[src/rtl/pixel_deser_pkg.sv]
package pixel_deser_pkg;

  typedef enum logic [1:0] {
    MODE_OFF  = 2'b00,
    MODE_STBY = 2'b01,
    MODE_RUN  = 2'b10,
    MODE_RSVD = 2'b11
  } pwr_mode_e;

  typedef enum logic [1:0] {
    ST_HUNT    = 2'b00,
    ST_CONFIRM = 2'b01,
    ST_LOCKED  = 2'b10
  } align_st_e;

  // Strobes from control to datapath, valid for the coming edge
  typedef struct packed {
    logic forceIdle;  // outputs take the idle pattern
    logic frameTick;  // an aligned frame completes at this edge
    logic pclkHigh;   // level of the pixel clock after this edge
  } ctl_strobe_t;

endpackage

[src/rtl/pixel_deser_ctrl.sv]
module pixel_deser_ctrl
  import pixel_deser_pkg::*;
#(
  parameter int FRAME_BITS = 30
) (
  input  logic        clk,
  input  logic        rstN,
  input  logic        clkPresent,
  input  logic [1:0]  pwrMode,
  input  logic        markerOk,
  output ctl_strobe_t strobe
);

  localparam int CNT_W = $clog2(FRAME_BITS);
  localparam int HALF  = FRAME_BITS / 2;

  align_st_e        state, stateNext;
  logic [CNT_W-1:0] bitCnt, nextCnt;
  logic             run;
  logic             frameEnd;

  assign run      = clkPresent && (pwr_mode_e'(pwrMode) == MODE_RUN);
  assign frameEnd = (state != ST_HUNT) && (bitCnt == CNT_W'(FRAME_BITS - 1));

  always_comb begin
    stateNext = state;
    nextCnt   = bitCnt + CNT_W'(1);
    if (!run) begin
      stateNext = ST_HUNT;
      nextCnt   = '0;
    end else begin
      case (state)
        ST_HUNT: begin
          nextCnt = '0;
          if (markerOk) stateNext = ST_CONFIRM;
        end
        ST_CONFIRM: begin
          if (frameEnd) begin
            nextCnt   = '0;
            stateNext = markerOk ? ST_LOCKED : ST_HUNT;
          end
        end
        ST_LOCKED: begin
          if (frameEnd) begin
            nextCnt = '0;
            if (!markerOk) stateNext = ST_HUNT;
          end
        end
        default: begin
          stateNext = ST_HUNT;
          nextCnt   = '0;
        end
      endcase
    end
  end

  always_comb begin
    strobe.forceIdle = (stateNext != ST_LOCKED);
    strobe.frameTick = run && frameEnd && markerOk;
    strobe.pclkHigh  = (nextCnt >= CNT_W'(HALF));
  end

  always_ff @(posedge clk or negedge rstN) begin
    if (!rstN) begin
      state  <= ST_HUNT;
      bitCnt <= '0;
    end else begin
      state  <= stateNext;
      bitCnt <= nextCnt;
    end
  end

endmodule

[src/rtl/pixel_deser_dp.sv]
module pixel_deser_dp
  import pixel_deser_pkg::*;
#(
  parameter int PIX_BITS  = 24,
  parameter int CTRL_BITS = 3
) (
  input  logic                          clk,
  input  logic                          rstN,
  input  logic                          serIn,
  input  ctl_strobe_t                   strobe,
  output logic                          markerOk,
  output logic [PIX_BITS+CTRL_BITS-1:0] wordOut,
  output logic                          pclkOut,
  output logic                          parErrOut
);

  localparam int PAY   = PIX_BITS + CTRL_BITS;
  localparam int FRAME = PAY + 3;
  // Data enable is the lowest control bit; everything else idles high
  localparam logic [PAY-1:0] IDLE_WORD = ~(PAY'(1) << PIX_BITS);

  logic [FRAME-2:0] shiftReg;
  logic [FRAME-1:0] window;
  logic [PAY-1:0]   payload;
  logic             parityOk;

  // Window holds the frame as it would be if the current bit were its last
  assign window   = {shiftReg, serIn};
  assign markerOk = (window[FRAME-1 -: 2] == 2'b10);
  assign payload  = window[PAY:1];
  assign parityOk = ^window[PAY:0];

  always_ff @(posedge clk or negedge rstN) begin
    if (!rstN) shiftReg <= '0;
    else       shiftReg <= window[FRAME-2:0];
  end

  always_ff @(posedge clk or negedge rstN) begin
    if (!rstN) begin
      wordOut   <= IDLE_WORD;
      pclkOut   <= 1'b0;
      parErrOut <= 1'b0;
    end else if (strobe.forceIdle) begin
      wordOut   <= IDLE_WORD;
      pclkOut   <= 1'b0;
      parErrOut <= 1'b0;
    end else begin
      pclkOut <= strobe.pclkHigh;
      if (strobe.frameTick) begin
        parErrOut <= !parityOk;
        if (parityOk) wordOut <= payload;
      end
    end
  end

endmodule

[src/rtl/pixel_deser.sv]
module pixel_deser
  import pixel_deser_pkg::*;
#(
  parameter int PIX_BITS = 24
) (
  input  logic                clk,
  input  logic                rstN,
  input  logic                serIn,
  input  logic                clkPresent,
  input  logic [1:0]          pwrMode,
  output logic [PIX_BITS-1:0] pixOut,
  output logic                hsOut,
  output logic                vsOut,
  output logic                deOut,
  output logic                pclkOut,
  output logic                parErrOut
);

  localparam int CTRL_BITS  = 3;
  localparam int PAY        = PIX_BITS + CTRL_BITS;
  localparam int FRAME_BITS = PAY + 3;

  ctl_strobe_t    strobe;
  logic           markerOk;
  logic [PAY-1:0] word;

  pixel_deser_ctrl #(.FRAME_BITS(FRAME_BITS)) u_ctrl (
    .clk        (clk),
    .rstN       (rstN),
    .clkPresent (clkPresent),
    .pwrMode    (pwrMode),
    .markerOk   (markerOk),
    .strobe     (strobe)
  );

  pixel_deser_dp #(.PIX_BITS(PIX_BITS), .CTRL_BITS(CTRL_BITS)) u_dp (
    .clk       (clk),
    .rstN      (rstN),
    .serIn     (serIn),
    .strobe    (strobe),
    .markerOk  (markerOk),
    .wordOut   (word),
    .pclkOut   (pclkOut),
    .parErrOut (parErrOut)
  );

  assign pixOut = word[PIX_BITS-1:0];
  assign deOut  = word[PIX_BITS];
  assign vsOut  = word[PIX_BITS+1];
  assign hsOut  = word[PIX_BITS+2];

endmodule

[config.mk]
export PLATFORM = sky130hd
export DESIGN_NAME = pixel_deser
export DESIGN_NICKNAME = d
export VERILOG_FILES = /design/src/rtl/pixel_deser_pkg.sv /design/src/rtl/pixel_deser_ctrl.sv /design/src/rtl/pixel_deser_dp.sv /design/src/rtl/pixel_deser.sv
export SDC_FILE = /design/constraint.sdc
export NUM_CORES = 1
export LEC_CHECK = 0
export BUFFER_PORTS_ARGS = -buffer_cell sky130_fd_sc_hd__buf_2
export CAP_MARGIN = 10
export CORE_UTILIZATION = 41
export DETAILED_ROUTE_END_ITERATION = 12
export GPL_TIMING_DRIVEN = 0
export PLACE_DENSITY = 0.58
export SLEW_MARGIN = 10
export SYNTH_ARGS = -nofsm -noshare
export SYNTH_HDL_FRONTEND = slang
export SYNTH_SLANG_ARGS = --single-unit
[constraint.sdc]
create_clock -name clk -period 3.4 [get_ports clk]
set_input_delay 0 -clock clk [delete_from_list [all_inputs] [get_ports clk]]
set_output_delay 0 -clock clk [all_outputs]
set_load 0.01 [all_outputs]
==> Word level (Yosys, flattened, before mapping) <==
Cells that the tools add are included.
{ "word_totals": {"in_bits": 6, "regBits": 65, "output_inout_bits": 29} }
{ "op_classes": {"n_eq_ne": 6, "n_lt_le_gt_ge": 1, "muxes": 16, "n_reduce_logical": 12, "add_sub_neg": 1} }
{ "ops": {"columns": ["operator", "count"], "rows": [
  ["2-to-1 mux 27 bit", 3],
  ["parity 28 bit", 1],
  ["2-to-1 mux 5 bit", 3],
  ["2-to-1 mux 2 bit", 6],
  ["equality test 2 bit (second input constant)", 3],
  ["case mux 2 bit (3 select lines)", 1],
  ["nonzero test 2 bit", 3],
  ["adder 5 x 1 -> 5 bit (second input constant)", 1],
  ["equality test 5 bit (second input constant)", 1],
  [">= comparator 5 x 4 -> 1 bit (second input constant)", 1],
  ["logical AND 1 bit", 4],
  ["2-to-1 mux 1 bit", 3],
  ["equality test 2 x 1 -> 1 bit (second input constant)", 1],
  ["zero test 2 bit", 1],
  ["!= test 2 bit (second input constant)", 1],
  ["AND reduction 2 bit", 1],
  ["OR reduction 2 bit", 1],
  ["zero test 1 bit", 1]
]} }

==> Longest topological paths before layout <==
Gate-level depths: netlist (run 1).
{ "logic_depth": {"ltp_word": 8, "depth_mapped": 9, "depth_no_buf": 8} }

==> By module <==
From an unflattened synthesis (run 1), not the netlist that was laid out.
{ "unflattened": {"hier_cells": 229, "area_unflattened_um2": 2819.0} }
{ "by_module_without_submodules": {"columns": ["mod", "area_per_inst_um2", "cells_per_inst", "n_inst"], "rows": [
  ["pixel_deser_dp", 2339.7, 179, 1],
  ["pixel_deser_ctrl", 479.2, 50, 1]
]} }

==> Worst setup path after synthesis (run 1) <==
OpenSTA, ideal clock, no wires.
{ "synth_timing": {"kind": "register -> register", "start": "register u_ctrl.state[0]", "end": "register u_dp.wordOut[13]", "path_slack_ns": 1.332, "stages_incl_launch_ff": 10, "arrival_ns": 1.982, "required_ns": 3.314, "cell_sequence": "dfrtp_1 -> inv_1 -> ha_1 -> and4b_1 -> nand2_1 -> or3_1 -> clkbuf_1 -> clkbuf_1 -> o21ai_1 -> nand3_1"} }
{ "synth_via": {"elab_chain_cells": 8} }
{ "synth_lines": {"columns": ["element", "line_no", "text"], "rows": [
  ["from (decl)", "pixel_deser_ctrl.sv:17", "align_st_e state, stateNext;"],
  ["from (signal assigned)", "pixel_deser_ctrl.sv:68", "state <= stateNext;"],
  ["nonzero test 2 bit", "pixel_deser_ctrl.sv:23", "assign frameEnd = (state != ST_HUNT) && (bitCnt == CNT_W'(FRAME_BITS - 1));"],
  ["logical AND 1 bit", "pixel_deser_ctrl.sv:23", null],
  ["2-to-1 mux 2 bit, on equally long branches", "pixel_deser_ctrl.sv:44, pixel_deser_ctrl.sv:38", null],
  ["case mux 2 bit (3 select lines)", "pixel_deser_ctrl.sv:32", "case (state)"],
  ["2-to-1 mux 2 bit", "pixel_deser_ctrl.sv:28", "if (!run) begin"],
  ["!= test 2 bit", "pixel_deser_ctrl.sv:58", "strobe.forceIdle = (stateNext != ST_LOCKED);"],
  ["nonzero test 2 bit (no line)", null, null],
  ["AND reduction 2 bit (no line)", null, null],
  ["to (signal assigned)", "pixel_deser_dp.sv:51", "if (parityOk) wordOut <= payload;"],
  ["to (decl)", "pixel_deser_dp.sv:12", "output logic [PIX_BITS+CTRL_BITS-1:0] wordOut,"]
]} }
Parallel ways exist; a longest one is shown, timed or not.
A chain may end at the register's enable or synchronous reset.

==> Worst setup path in the final report (run 1) <==
{ "layout_timing": {"start": "register u_ctrl.state[0]", "end": "register u_dp.wordOut[0]"} }
Same word-level chain as after synthesis.

==> impl.org, run 1 <==
** Run status
- Result of the run :: finished clean

** Worst setup path
- Crit Reg-Reg Startpoint :: u_ctrl.state[0]
- In this run the critical register-to-register path is captured at u_dp.wordOut[0].
- Register-to-register setup slack :: 890 ps
- Traced cell by cell, the critical path runs through inv_1 > ha_1 > and4b_1 > nand2_1 > nor3_2 > clkbuf_1 > nand3_1 > nand3_1.
- Of all nets on the critical path, the largest fanout is 10.
- CP arrival :: 2780 ps
- For this design, the slowest cell found on the critical path is sky130_fd_sc_hd__nor3_2.
- The critical path starts at u_ctrl.state[0].
- Max incr delay on CP :: 570 ps
- By instance count, the cell type seen most on the critical path is sky130_fd_sc_hd__nand3_1.
- The worst setup path is captured at a flop.
- Required time reported for the critical path endpoint :: 3670 ps
- Worst Reg2Reg Path Length in Cells :: 8
- STA classifies the critical path startpoint as a flop.
- Start-to-end type of the worst setup path :: flop to flop

** Finish
- Net count, final :: 291
- From synthesis to final layout, the design area changed by 17.7%.
- In the layout the commonest cells are 57 x sky130_fd_sc_hd__nand3_1, 39 x sky130_fd_sc_hd__dfrtp_1, 37 x sky130_fd_sc_hd__buf_2.
- Antenna cell count :: 0
- Fraction of final layout cells sized beyond drive strength 1 :: 0.314
- Number of inserted filler cells in the final layout :: 584
- Most frequent standard cell in the layout excluding fill and tap cells :: sky130_fd_sc_hd__nand3_1

** Global route
- The number of global-route vias before repair was 1911.
- Total overflow reported by the global router :: 0
- Gr usage total :: 0.169
- The number of antenna violations at the first check in global routing is 0.
- Largest net degree at the start of global routing :: 66
- The first global-routing pass estimated 9160 um of wire.

** Synth
- Cell area after technology mapping :: 0.00274 mm^2
- Yosys top cell by area :: sky130_fd_sc_hd__dfrtp_1
- Synthesis produced a netlist whose cell count is 232.
- Number of distinct library cells after synthesis :: 35
- Count of flip-flops with a built-in enable after synthesis :: 0
- The synthesized design contains 65 register bits.
- Total nets after synthesis :: 244
- Top cell type's share of synthesized area :: 0.356
- Dividing the synthesized area by the synthesized cell count gives 11.8 um^2.
- Register area share after synthesis :: 0.605
- Synth Flop Type :: sky130_fd_sc_hd__dfrtp_1
- Number of warning messages in the yosys log :: 0
- Fraction of registers with async set/reset :: 1.00
- In the post-synthesis netlist, the biggest area contributors are sky130_fd_sc_hd__dfrtp_1 36%, sky130_fd_sc_hd__dfstp_2 25%, sky130_fd_sc_hd__nand3_1 10%.

** Route
- The final layout contains routed wiring with a total length of 5180 um.
- Using the TritonRoute via totals, the vias-per-cell ratio works out to 5.07.
- Remaining antenna violation count :: 0
- In the detailed route, the total length drawn on met2 is 2400 um.
- Residual DRC :: 0
- Signal routing reaches up to met4.
- Pre-Repair DR Iteration Count :: 4
- Vias :: 1825
- Met3 wire length :: 198 um
- Initial DRC count :: 89
- In the final routing, the length of wire on met1 measures 2520 um.
- Drt wl/cell :: 14.4 um

** STA
- The clock period could shrink to 2510 ps.
- Clock Skew :: 11.4 ps
- Setup violations remaining at the end of the flow were counted as 0.
- Setup repair after global routing left no endpoint under its margin.
- Dividing the final minimum period by the clock period gives 0.739.
- Summed over all failing endpoints, the final setup total negative slack is 0 ps.
- Static timing analysis puts the maximum clock frequency at 398 MHz.
- For the pin with the worst max-slew slack, the measured transition is 799 ps.
- Measured against its own limit, the worst slew margin works out to 0.467.
- The number of pins with negative max-slew slack in the final report is 0.
- The final count of hold timing violations came to 0.

** Clock tree
- Clock Sinks :: 65
- Clock transition time at the flip-flop clock pins of the worst setup and hold paths :: 70 ps
- For this design, the CTS-stage hold fixing added 2 buffers.
- The clock passes through at most 2 buffers.
- Count of buffers added by post-CTS timing repair for setup :: 0
- The tree is rooted in a sky130_fd_sc_hd__clkbuf_8.
- Count of instances resized after the clock tree is built :: 0
- The number of clock buffers added by TritonCTS is 9.
- At the later pin of the worst-skew pair, clock insertion delay measures 340 ps.
- The H-tree generated during clock tree synthesis spans 3 levels.
- TritonCTS built the clock tree.

** Min path
- The worst hold path was traced through 3 stages.
- The tightest min-delay check is of the primary input to flop type.
- The path with the worst hold slack has its endpoint at u_ctrl.state[0].
- Source of the worst hold timing path :: pwrMode[0]

** Power and ir drop
- Maximum resistive drop on vdd :: 0.466 mV
- The analysis attributes to cell leakage a power of 1.28 nW.
- Power spread over the standard cell area amounts to 624 mW/mm^2.
- Power Total :: 2.01 mW

** Die
- For this configuration, the core starts out at a cell density of 0.429.
- The floorplan step set the die width to 83.8 um.
- Number of rows created at floorplan :: 29
- The core region is 0.00639 mm^2.
- The floorplan step defined a die boundary enclosing 0.00702 mm^2.
- The die is 83.8 um tall.
- Ports :: 35

** Place
- Buffers placed on the I/O ports in this run total 34.
- Dpl hpwl :: 3470 um
- Weighted congestion at the end of routability-driven global placement :: 0.812

** Run
- Max-cap violations in this run came to 0.
## metrics by stage
step | instance area, um^2 | hold slack [ps] | instances | util | worst slack, ps
floorplan | 2740 | -296 | 232 | - | 1330
global placement | 3010 | 142 | 343 | 0.471 | 923
global route | 3230 | 93.0 | 360 | 0.505 | 585
detailed placement | 3010 | 140 | 343 | 0.472 | 893
finish | 3230 | 55.9 | 360 | 0.505 | 888
CTS | 3230 | 41.0 | 360 | 0.505 | 859
## cells in the mapped netlist (2+ instances only)
cell type,n
sky130_fd_sc_hd__nand3_1,57
sky130_fd_sc_hd__dfrtp_1,39
sky130_fd_sc_hd__dfstp_2,26
sky130_fd_sc_hd__xnor2_1,21
sky130_fd_sc_hd__o21ai_1,19
sky130_fd_sc_hd__nor2_1,9
sky130_fd_sc_hd__o21ai_0,8
sky130_fd_sc_hd__ha_1,6
sky130_fd_sc_hd__a21oi_1,4
sky130_fd_sc_hd__buf_2,4
sky130_fd_sc_hd__clkbuf_1,4
sky130_fd_sc_hd__inv_1,4
sky130_fd_sc_hd__nor3_1,3
sky130_fd_sc_hd__xor2_1,3
sky130_fd_sc_hd__buf_6,2
sky130_fd_sc_hd__nor4_1,2
sky130_fd_sc_hd__o21ai_2,2
sky130_fd_sc_hd__xnor2_2,2
## routing by layer
metal | vias to the layer above | GRT usage
li1 | 903 | -
met4 | 0 | 0.0601
met5 | - | 0
met2 | 28 | 0.256
met3 | 7 | 0.0544
met1 | 887 | 0.228
## worst max-delay path, delay by kind of cell, from the launching register on
family,cells,cell delay (ps)
buffers and inverters,2,510
adders and majority gates,1,240
and+or+nand+nor,5,1280
DFF,1,410
## worst max path at each step
| stage | to | cells after the start |
|---|---|---|
| floorplan | u_dp.wordOut[13] | 9 |
| CTS | u_dp.wordOut[23] | 8 |
| detailed placement | u_dp.wordOut[23] | 8 |
| global route | u_dp.wordOut[0] | 8 |
| global placement | u_dp.wordOut[23] | 8 |
| finish | u_dp.wordOut[0] | 8 |
## report_power, final
part	internal [mW]	switching (mW)
sequential	0.793	0.0172
clock	0.373	0.280
combinational	0.198	0.353
total	1.36	0.650
## cells by family after synthesis
logic type,synth area share
AOI/OAI and AO/OA,0.0725
xor gates and xnor gates,0.115
adders and majority gates,0.0274
buffers and inverters,0.0306
DFF,0.605
and+or+nand+nor,0.150
## sequential cells by signal, indices dropped and copies added, names as in the netlist
| register | cells |
|---|---|
| u_dp.shiftReg | 29 |
| u_dp.wordOut | 27 |
| u_ctrl.bitCnt | 5 |
| u_ctrl.state | 2 |
| u_dp.parErrOut | 1 |
| u_dp.pclkOut | 1 |
## area by class of cell
type                       count  area, um^2  area share
buffer                        11        65.1      0.0202
clock buffer                  12         155      0.0481
clock inverter                 3        40.0      0.0124
inverter                       5        18.8     0.00582
multi-input combinational    151        1000       0.310
sequential                    65        1660       0.514
tap                           77        96.3      0.0299
timing repair buffer          36         193      0.0597
Power figures use the tool's default switching activity.
==> run 2: changes to the inputs <==
- PLACE_DENSITY: 0.58 -> 0.6
- clock period: 3.4 -> 2.3 ns (I/O delays scaled with it)
==> run 2 against run 1 <==
  * Combinational power increased by 60%
  * Via count rose by 3.5%
  * Sequential share of layout area decreased by 2.5 points
  * Die area unchanged
  * Clock-buffer cell count decreased by 2
  * Cell count is 1.7% higher
  * Hold slack better by 94 ps
  * Clock power up 70%
  * First-iteration DRC count up 30%
  * Critical path type unchanged
  * Largest cell class unchanged
  * Highest routed layer unchanged
==> impl.org, run 2 (synthesized netlist as in run 1, its figures left out) <==
** Die
- Core area :: 0.00639 mm^2 (unchanged)
- The floorplan die width was 83.8 um (unchanged).
- Total die area :: 0.00702 mm^2 (unchanged)
- Die Y-Extent :: 83.8 um (unchanged)
- The top-level port count is 35 (unchanged).
- The number of placement rows is 29 (unchanged).
- Initial Util :: 0.429 (unchanged)

** STA
- Final clock period utilization by the worst path :: 0.935 (was 0.739)
- The transition time of the tightest slew-check pin is 386 ps (was 799 ps).
- Total count of hold-check failures in the final report :: 0 (unchanged)
- Clock Skew :: 12.8 ps (was 11.4 ps)
- Pins over their slew limit :: 0 (unchanged)
- The worst relative slew slack was 0.742 (was 0.467).
- Number of failing setup endpoints in the final timing report :: 0 (unchanged)
- The achievable clock frequency came to 465 MHz (was 398 MHz).
- Setup repair after global routing missed its margin: yes (was no).
- The final critical path time including I/O delays and setup came to 2150 ps (was 2510 ps).

** Run status
- Result of the run :: finished clean (unchanged)

** Clock tree
- Buffers from clock root to sink, at most :: 2 (unchanged)
- The CTS clock-pin slew for the worst setup and hold paths was 70 ps (about the same).
- The cell chosen for the clock root is sky130_fd_sc_hd__clkbuf_8 (unchanged).
- Clock Sinks :: 65 (unchanged)
- Clock tree from TritonCTS :: yes (unchanged)
- The clock latency reported for the late side of the worst-skew pair came to 350 ps (was 340 ps).
- CTS H-Tree Depth :: 3 (unchanged)
- The total CTS buffers came to 9 (unchanged).

** Route
- The total detailed-routing wirelength is 5500 um (was 5180 um).
- The number of optimization iterations in the first detailed-route pass came to 4 (unchanged).
- Vias :: 1888 (was 1825)
- Via count normalized by instance count :: 5.16 (was 5.07)
- The wire length per cell after detailed routing came to 15.0 um (was 14.4 um).
- The residual DRC count was 0 (unchanged).
- The number of violations reported at the end of detailed-routing iteration 0 is 116 (was 89).
- Remaining antenna violation count :: 0 (unchanged)

** Power and ir drop
- The power density over the cells is 939 mW/mm^2 (was 624 mW/mm^2).
- The leakage power of the design came to 1.38 nW (was 1.28 nW).
- Maximum resistive drop on vdd :: 0.584 mV (was 0.466 mV)
- Power Total :: 3.19 mW (was 2.01 mW)

** Worst setup path
- Start-to-end type of the worst setup path :: flop to flop (unchanged)
- The source of the worst register-to-register timing path was u_ctrl.state[0] (unchanged).
- Cells traversed along the worst timing path :: inv_1 > ha_2 > and4b_2 > nand2_4 > a221oi_4 > o21ai_2 > inv_4 > buf_4 > nand3_1 (was inv_1 > ha_1 > and4b_1 > nand2_1 > nor3_2 > clkbuf_1 > nand3_1 > nand3_1)
- The critical path launch point type is a flop (unchanged).
- Family with the most delay on the worst path :: simple AND/OR/NAND/NOR gates (unchanged)
- The buffer and inverter count on the worst path is 3 (was 2).
- CP arrival :: 2420 ps (was 2780 ps)
- Worst Reg2Reg Path Length in Cells :: 9 (was 8)
- Endpoint kind of the worst setup timing path :: flop (unchanged)
- The slowest library cell on the worst path was sky130_fd_sc_hd__dfrtp_1 (was sky130_fd_sc_hd__nor3_2).
- Required time reported for the critical path endpoint :: 2570 ps (was 3670 ps)
- The register-to-register setup slack came to 150 ps (was 890 ps).
- Max incr delay on CP :: 410 ps (was 570 ps)
- CP Max Fanout :: 10 (unchanged)
- The end of the worst register-to-register path is u_dp.wordOut[19] (was u_dp.wordOut[0]).

** Place
- The sum of net half-perimeters after detailed placement was 3430 um (was 3470 um).
- Weighted congestion at the end of routability-driven global placement :: 0.754 (was 0.812)
- The placed cell count is 344 (was 343).
- Standard cell area after detailed placement :: 0.00304 mm^2 (was 0.00301 mm^2)
- Count of input and output buffers :: 34 (unchanged)

** Global route
- The global router's overall resource usage came to 0.173 (was 0.169).
- Vias in the first global route :: 1868 (was 1911)
- The number of antenna violations at the first check in global routing was 0 (unchanged).
- The wire length of the first global-routing pass came to 9300 um (was 9160 um).
- The pin count of the biggest net entering global routing was 66 (unchanged).
- The global-route congestion overflow total is 0 (unchanged).

** Min path
- The worst hold path startpoint is pwrMode[0] (unchanged).
- Hold path endpoint :: u_ctrl.state[0] (unchanged)
- Type of the worst min-delay path :: primary input to flop (unchanged)
- Count of cells along the worst hold path :: 3 (unchanged)

** Finish
- Regs by FF count :: u_dp.shiftReg: 29 flops, u_dp.wordOut: 27 flops, u_ctrl.bitCnt: 5 flops (unchanged)
- Most frequent standard cell in the layout excluding fill and tap cells :: sky130_fd_sc_hd__nand3_1 (unchanged)
- The number of filler instances in the final layout was 586 (was 584).
- The layout overhead on the synthesized area came to 23.7% (was 17.7%).
- Final design instance area without fill :: 0.00339 mm^2 (was 0.00323 mm^2)
- Non-filler cells in the finished layout :: 366 (was 360)
- Share of the core filled with cells :: 0.531 (was 0.505)
- Fraction of final layout cells sized beyond drive strength 1 :: 0.370 (was 0.314)
- Commonest cells after routing, fill and taps aside :: 57 x sky130_fd_sc_hd__nand3_1, 39 x sky130_fd_sc_hd__dfrtp_1, 34 x sky130_fd_sc_hd__buf_2 (was 57 x sky130_fd_sc_hd__nand3_1, 39 x sky130_fd_sc_hd__dfrtp_1, 37 x sky130_fd_sc_hd__buf_2)
- The number of flip-flops under the largest register name came to 29 (unchanged).
- Register with the highest flop count :: u_dp.shiftReg (unchanged)
- Antenna cell count :: 0 (unchanged)
- Net count, final :: 296 (was 291)

** Run
- The number of max-cap violations came to 0 (unchanged).
## run 2: metal layers
metal	global-route usage	routed length [um]	vias to the layer above
li1	-	-	916
met1	0.244	2770	928
met2	0.241	2400	34
met3	0.0663	219	10
met4	0.0693	109	0
met5	0	0	-
## run 2: how the worst max path moves through the flow
stage	cells past startpoint	startpoint	slack (ps)	end
6_report	9	u_ctrl.state[0]	150	u_dp.wordOut[19]
5_1_grt	7	u_dp.shiftReg[4]	2	u_dp.wordOut[16]
4_1_cts	8	u_ctrl.state[0]	6	u_dp.wordOut[26]
2_1_floorplan	9	u_ctrl.state[0]	230	u_dp.wordOut[13]
3_3_place_gp	8	u_ctrl.state[0]	-160	u_dp.wordOut[23]
3_5_place_dp	8	u_ctrl.state[0]	-200	u_dp.wordOut[0]
## run 2: worst reg2reg max path, stage by stage, from the launching register on
cell	delay [ps]
sky130_fd_sc_hd__dfrtp_1	410
sky130_fd_sc_hd__inv_1	80
sky130_fd_sc_hd__ha_2	230
sky130_fd_sc_hd__and4b_2	360
sky130_fd_sc_hd__nand2_4	110
sky130_fd_sc_hd__a221oi_4	340
sky130_fd_sc_hd__o21ai_2	150
sky130_fd_sc_hd__inv_4	120
sky130_fd_sc_hd__buf_4	180
sky130_fd_sc_hd__nand3_1	90
## run 2: where the power goes
group | leakage, nW | switching [mW] | internal, mW | total, mW
Combinational | 0.512 | 0.542 | 0.339 | 0.881
Sequential | 0.751 | 0.0258 | 1.17 | 1.20
Clock | 0.113 | 0.465 | 0.643 | 1.11
Total | 1.38 | 1.03 | 2.15 | 3.19
## run 2: timing repair
action                                  in CTS  in global routing
resized for setup                           10                 10
pin swaps                                    0                  3
setup buffers                                0                  4
endpoints found under the hold margin       66                  0
cloned                                       0                  1
hold buffers                                 2                  0
endpoints found under the setup margin      20                 24
## run 2: layout make-up
type                       count  area, um^2  area share
tap                           77        96.3      0.0284
timing repair buffer          41         263      0.0774
inverter                       5        21.3     0.00627
multi-input combinational    152        1050       0.310
clock inverter                 6        90.1      0.0265
sequential                    65        1660       0.489
buffer                        10        75.1      0.0221
clock buffer                  10         138      0.0406
## run 2: through the flow
step	setup slack (ps)	hold slack, ps	setup TNS [ps]
after floorplan	232	-296	0
after global placement	-156	136	-2630
after detailed placement	-199	24.9	-3290
after CTS	5.60	83.4	0
after global routing	2.23	163	0
final	150	150	0
==> run 3: changes to the inputs <==
--- a/config.mk
+++ b/config.mk
@@ -11,3 +11,3 @@
 export DETAILED_ROUTE_END_ITERATION = 12
-export GPL_TIMING_DRIVEN = 0
+export GPL_TIMING_DRIVEN = 1
 export PLACE_DENSITY = 0.6
@@ -16,2 +16,3 @@
 export SYNTH_HDL_FRONTEND = slang
+export SYNTH_HIERARCHICAL = 1
 export SYNTH_SLANG_ARGS = --single-unit
--- a/constraint.sdc
+++ b/constraint.sdc
@@ -3,2 +3,2 @@
 set_output_delay 0 -clock clk [all_outputs]
-set_load 0.01 [all_outputs]
+set_load 0.1 [all_outputs]
==> run 3 against run 2 <==
  * Sequential power about the same
  * Utilization down 2.0 points
  * Area after synthesis up 2.8%
  * Sequential cell count unchanged
  * Non-clock buffer count down 10
  * Clock power down 16%
  * Synthesized cell count down 1.3%
  * Maximum frequency up 1.1%
  * Combinational power down 79%
  * Power down 27%
  * Global-route usage down 1.9 points
  * Clock skew down 6.5 ps
  * Critical endpoint is now u_dp/wordOut[20]
  * Largest power group unchanged
==> impl.org, run 3 <==
** Route
- Drt wl/cell :: 13.7 um (was 15.0 um)
- The number of nets still failing antenna checks after routing was 0 (unchanged).
- Residual DRC :: 0 (unchanged)
- Pre-Repair DR Iteration Count :: 6 (was 4)
- The via count came to 1698 (was 1888).
- The number of violations reported at the end of detailed-routing iteration 0 was 46 (was 116).
- The total detailed-routing wirelength is 4840 um (was 5500 um).
- Via count normalized by instance count :: 4.80 (was 5.16)

** Clock tree
- The clock latency reported for the late side of the worst-skew pair came to 330 ps (was 350 ps).
- The cell chosen for the clock root is sky130_fd_sc_hd__clkbuf_8 (unchanged).
- The CTS clock-pin slew for the worst setup and hold paths came to 70 ps (about the same).
- The post-cts hold buffer count was 2 (unchanged).
- Clock Sinks :: 65 (unchanged)
- Clock tree from TritonCTS :: yes (unchanged)
- The total CTS buffers came to 9 (unchanged).
- CTS H-Tree Depth :: 3 (unchanged)
- The post-CTS setup repair buffer count came to 0 (unchanged).
- Buffers from clock root to sink, at most :: 2 (unchanged)
- Count of instances resized after the clock tree is built :: 0 (was 10)

** Global route
- The wire length of the first global-routing pass is 8360 um (was 9300 um).
- The pin count of the biggest net entering global routing is 34 (was 66).
- The number of global-route vias before repair came to 1769 (was 1868).
- The global-route congestion overflow total is 0 (unchanged).
- Gr usage total :: 0.155 (was 0.173)
- Number of antenna violations at the first check in global routing :: 0 (unchanged)

** Run
- The number of max-cap violations was 0 (unchanged).

** Synth
- XOR/XNOR Fraction of Synth Area :: 0.0994 (was 0.115)
- Top cell types by occurrence after synthesis: 61 x sky130_fd_sc_hd__nor2_1, 39 x sky130_fd_sc_hd__dfrtp_1, 28 x sky130_fd_sc_hd__mux2i_1 (was 57 x sky130_fd_sc_hd__nand3_1, 39 x sky130_fd_sc_hd__dfrtp_1, 26 x sky130_fd_sc_hd__dfstp_2).
- Fraction of the mapped netlist area in simple logic gates :: 0.134 (was 0.150)
- The area share of the largest cell type after synthesis came to 0.346 (was 0.356).
- Cell count after synthesis :: 229 (was 232)
- Yosys top cell by area :: sky130_fd_sc_hd__dfrtp_1 (unchanged)
- Number of distinct library cells after synthesis :: 31 (was 35)
- Leading cell type by number of instances after synthesis :: sky130_fd_sc_hd__nor2_1 (was sky130_fd_sc_hd__nand3_1)
- Average cell area after synthesis :: 12.3 um^2 (was 11.8 um^2)
- Cell area after technology mapping :: 0.00282 mm^2 (was 0.00274 mm^2)
- The main combinational cell family by area after synthesis is simple AND/OR/NAND/NOR gates (unchanged).
- Register bit total from synthesis :: 65 (unchanged)
- Post-synthesis share of cell area spent on full adders, half adders and majority gates :: 0.0266 (was 0.0274)
- The number of enable flip-flop cells after synthesis is 0 (unchanged).
- Synth Flop Type :: sky130_fd_sc_hd__dfrtp_1 (unchanged)
- The register area share after synthesis is 0.589 (was 0.605).
- The share of the synthesized area in compound gates (AO/OA/AOI/OAI) came to 0.0173 (was 0.0725).
- The total of warnings raised by yosys is 6 (was 0).
- The multiplexer area fraction after synthesis is 0.0994 (was 0).
- Synth top area cells :: sky130_fd_sc_hd__dfrtp_1 35%, sky130_fd_sc_hd__dfstp_2 24%, sky130_fd_sc_hd__mux2i_1 9.9% (was sky130_fd_sc_hd__dfrtp_1 36%, sky130_fd_sc_hd__dfstp_2 25%, sky130_fd_sc_hd__nand3_1 10%)
- Fraction of registers with async set/reset :: 1.00 (unchanged)
- Total nets after synthesis :: 241 (was 244)

** Finish
- Net count, final :: 284 (was 296)
- Final design instance area without fill :: 0.00332 mm^2 (was 0.00339 mm^2)
- The proportion of layout cells with a drive suffix above 1 came to 0.303 (was 0.370).
- Most frequent standard cell in the layout excluding fill and tap cells :: sky130_fd_sc_hd__nor2_1 (was sky130_fd_sc_hd__nand3_1)
- The largest register by flop count is u_dp/shiftReg (was u_dp.shiftReg).
- Number of flip-flops under the largest register name :: 29 (unchanged)
- Share of the core filled with cells :: 0.512 (was 0.531)
- Antenna cell count :: 0 (unchanged)
- Commonest cells after routing, fill and taps aside :: 61 x sky130_fd_sc_hd__nor2_1, 39 x sky130_fd_sc_hd__dfrtp_1, 34 x sky130_fd_sc_hd__buf_2 (was 57 x sky130_fd_sc_hd__nand3_1, 39 x sky130_fd_sc_hd__dfrtp_1, 34 x sky130_fd_sc_hd__buf_2)
- Area added between synthesis and finish :: 17.9% (was 23.7%)
- Regs by FF count: u_dp/shiftReg: 29 flops, u_dp/wordOut: 27 flops, u_ctrl/bitCnt: 5 flops (was u_dp.shiftReg: 29 flops, u_dp.wordOut: 27 flops, u_ctrl.bitCnt: 5 flops).
- The final cell count without fillers is 354 (was 366).

** STA
- The final critical path time including I/O delays and setup came to 2130 ps (was 2150 ps).
- Clock Skew :: 6.29 ps (was 12.8 ps)
- The post-route setup TNS came to 0 ps (unchanged).
- Setup repair after global routing missed its margin :: no (was yes)
- Fin Hold WS :: 131 ps (was 150 ps)
- Total count of hold-check failures in the final report :: 0 (unchanged)
- Slew HR :: 0.507 (was 0.742)
- The smallest setup slack after layout is 174 ps (was 150 ps).
- The portion of the clock cycle consumed by the worst path in the final layout is 0.924 (was 0.935).
- Top achievable clock speed :: 470 MHz (was 465 MHz)
- The number of setup violations in the final report is 0 (unchanged).
- The transition time of the tightest slew-check pin came to 739 ps (was 386 ps).
- Pins over their slew limit :: 0 (unchanged)

** Worst setup path
- Start-to-end type of the worst setup path :: flop to flop (unchanged)
- The register-to-register setup slack was 170 ps (was 150 ps).
- The type of destination of the critical path is a flop (unchanged).
- The source of the worst register-to-register timing path is u_dp/shiftReg[24] (was u_ctrl.state[0]).
- Startpoint kind of the worst setup timing path :: flop (unchanged)
- The launch point of the worst path was u_dp/shiftReg[24] (was u_ctrl.state[0]).
- The data arrival time of the worst path is 2380 ps (was 2420 ps).
- Required time reported for the critical path endpoint :: 2550 ps (was 2570 ps)
- The peak fanout along the critical path came to 11 (was 10).

** Power and ir drop
- The largest vdd supply drop is 0.307 mV (was 0.584 mV).
- Power Total :: 2.31 mW (was 3.19 mW)
- The power density over the cells is 696 mW/mm^2 (was 939 mW/mm^2).
- Leakage :: 1.27 nW (was 1.38 nW)

** Place
- Standard cell area after detailed placement :: 0.00311 mm^2 (was 0.00304 mm^2)
- Count of input and output buffers :: 34 (unchanged)
- Number of placed instances, taps included :: 336 (was 344)
- The worst slack at placement came to 147 ps (was -199 ps).
- Dpl hpwl :: 3310 um (was 3430 um)
- The weighted congestion at the end of routability-driven global placement was 0.738 (was 0.754).

** Min path
- The worst hold path startpoint is clkPresent (was pwrMode[0]).
- Type of the worst min-delay path :: primary input to flop (unchanged)

** Die
- Die extent in x :: 84.9 um (was 83.8 um)
- Number of rows created at floorplan :: 29 (unchanged)
- Initial Util :: 0.434 (was 0.429)
- Core area :: 0.00649 mm^2 (was 0.00639 mm^2)
- The die boundary height is 84.9 um (was 83.8 um).
- The area of the die came to 0.00721 mm^2 (was 0.00702 mm^2).
- The top-level port count was 35 (unchanged).

** Run status
- Result of the run: finished clean (unchanged).
[run 3: kinds of logic after synthesis]
logic type      count (synthesis)
compound gates                  7
simple gates                   82
flops                          65
fa+ha+maj                       6
buf+inv                        13
xor+xnor                       28
mux                            28
[run 3: worst paths after layout]
kind | depth (start not counted) | end
worst min register to register | 0 | u_dp/shiftReg[28]
worst min-delay path | 3 | u_ctrl/bitCnt[1]
worst max-delay path | 7 | u_dp/wordOut[20]
max in group asynchronous | 3 | u_dp/wordOut[0]
min in group asynchronous | 2 | u_dp/shiftReg[13]
worst max register to register | 7 | u_dp/wordOut[20]
[run 3: cell type report]
| cell class | instances | area [um^2] |
|---|---|---|
| Sequential cell | 65 | 1660 |
| Tap cell | 77 | 96.3 |
| Inverter | 4 | 15.0 |
| Clock inverter | 3 | 40.0 |
| Clock buffer | 13 | 149 |
| Timing Repair Buffer | 41 | 290 |
| Multi-Input combinational cell | 151 | 1070 |
| Fill cell | 577 | 3170 |
[run 3: layer usage]
metal  wire length, um  global-route usage  up-vias
met5                 0                   0        -
met4                80              0.0832        0
met3               227              0.0360        6
met2              2120               0.229       48
met1              2410               0.212      811
li1                  -                   -      833
[run 3: power breakdown]
part	internal (mW)	switching (mW)
combinational	0.109	0.0753
clock	0.528	0.405
sequential	1.17	0.0246
[run 3: critical path: stages (launching register included)]
cell	delay, ps
sky130_fd_sc_hd__dfrtp_1	410
sky130_fd_sc_hd__xnor2_1	210
sky130_fd_sc_hd__xnor2_1	140
sky130_fd_sc_hd__xnor3_1	410
sky130_fd_sc_hd__xnor3_1	230
sky130_fd_sc_hd__and2_4	270
sky130_fd_sc_hd__buf_12	180
sky130_fd_sc_hd__mux2i_1	200
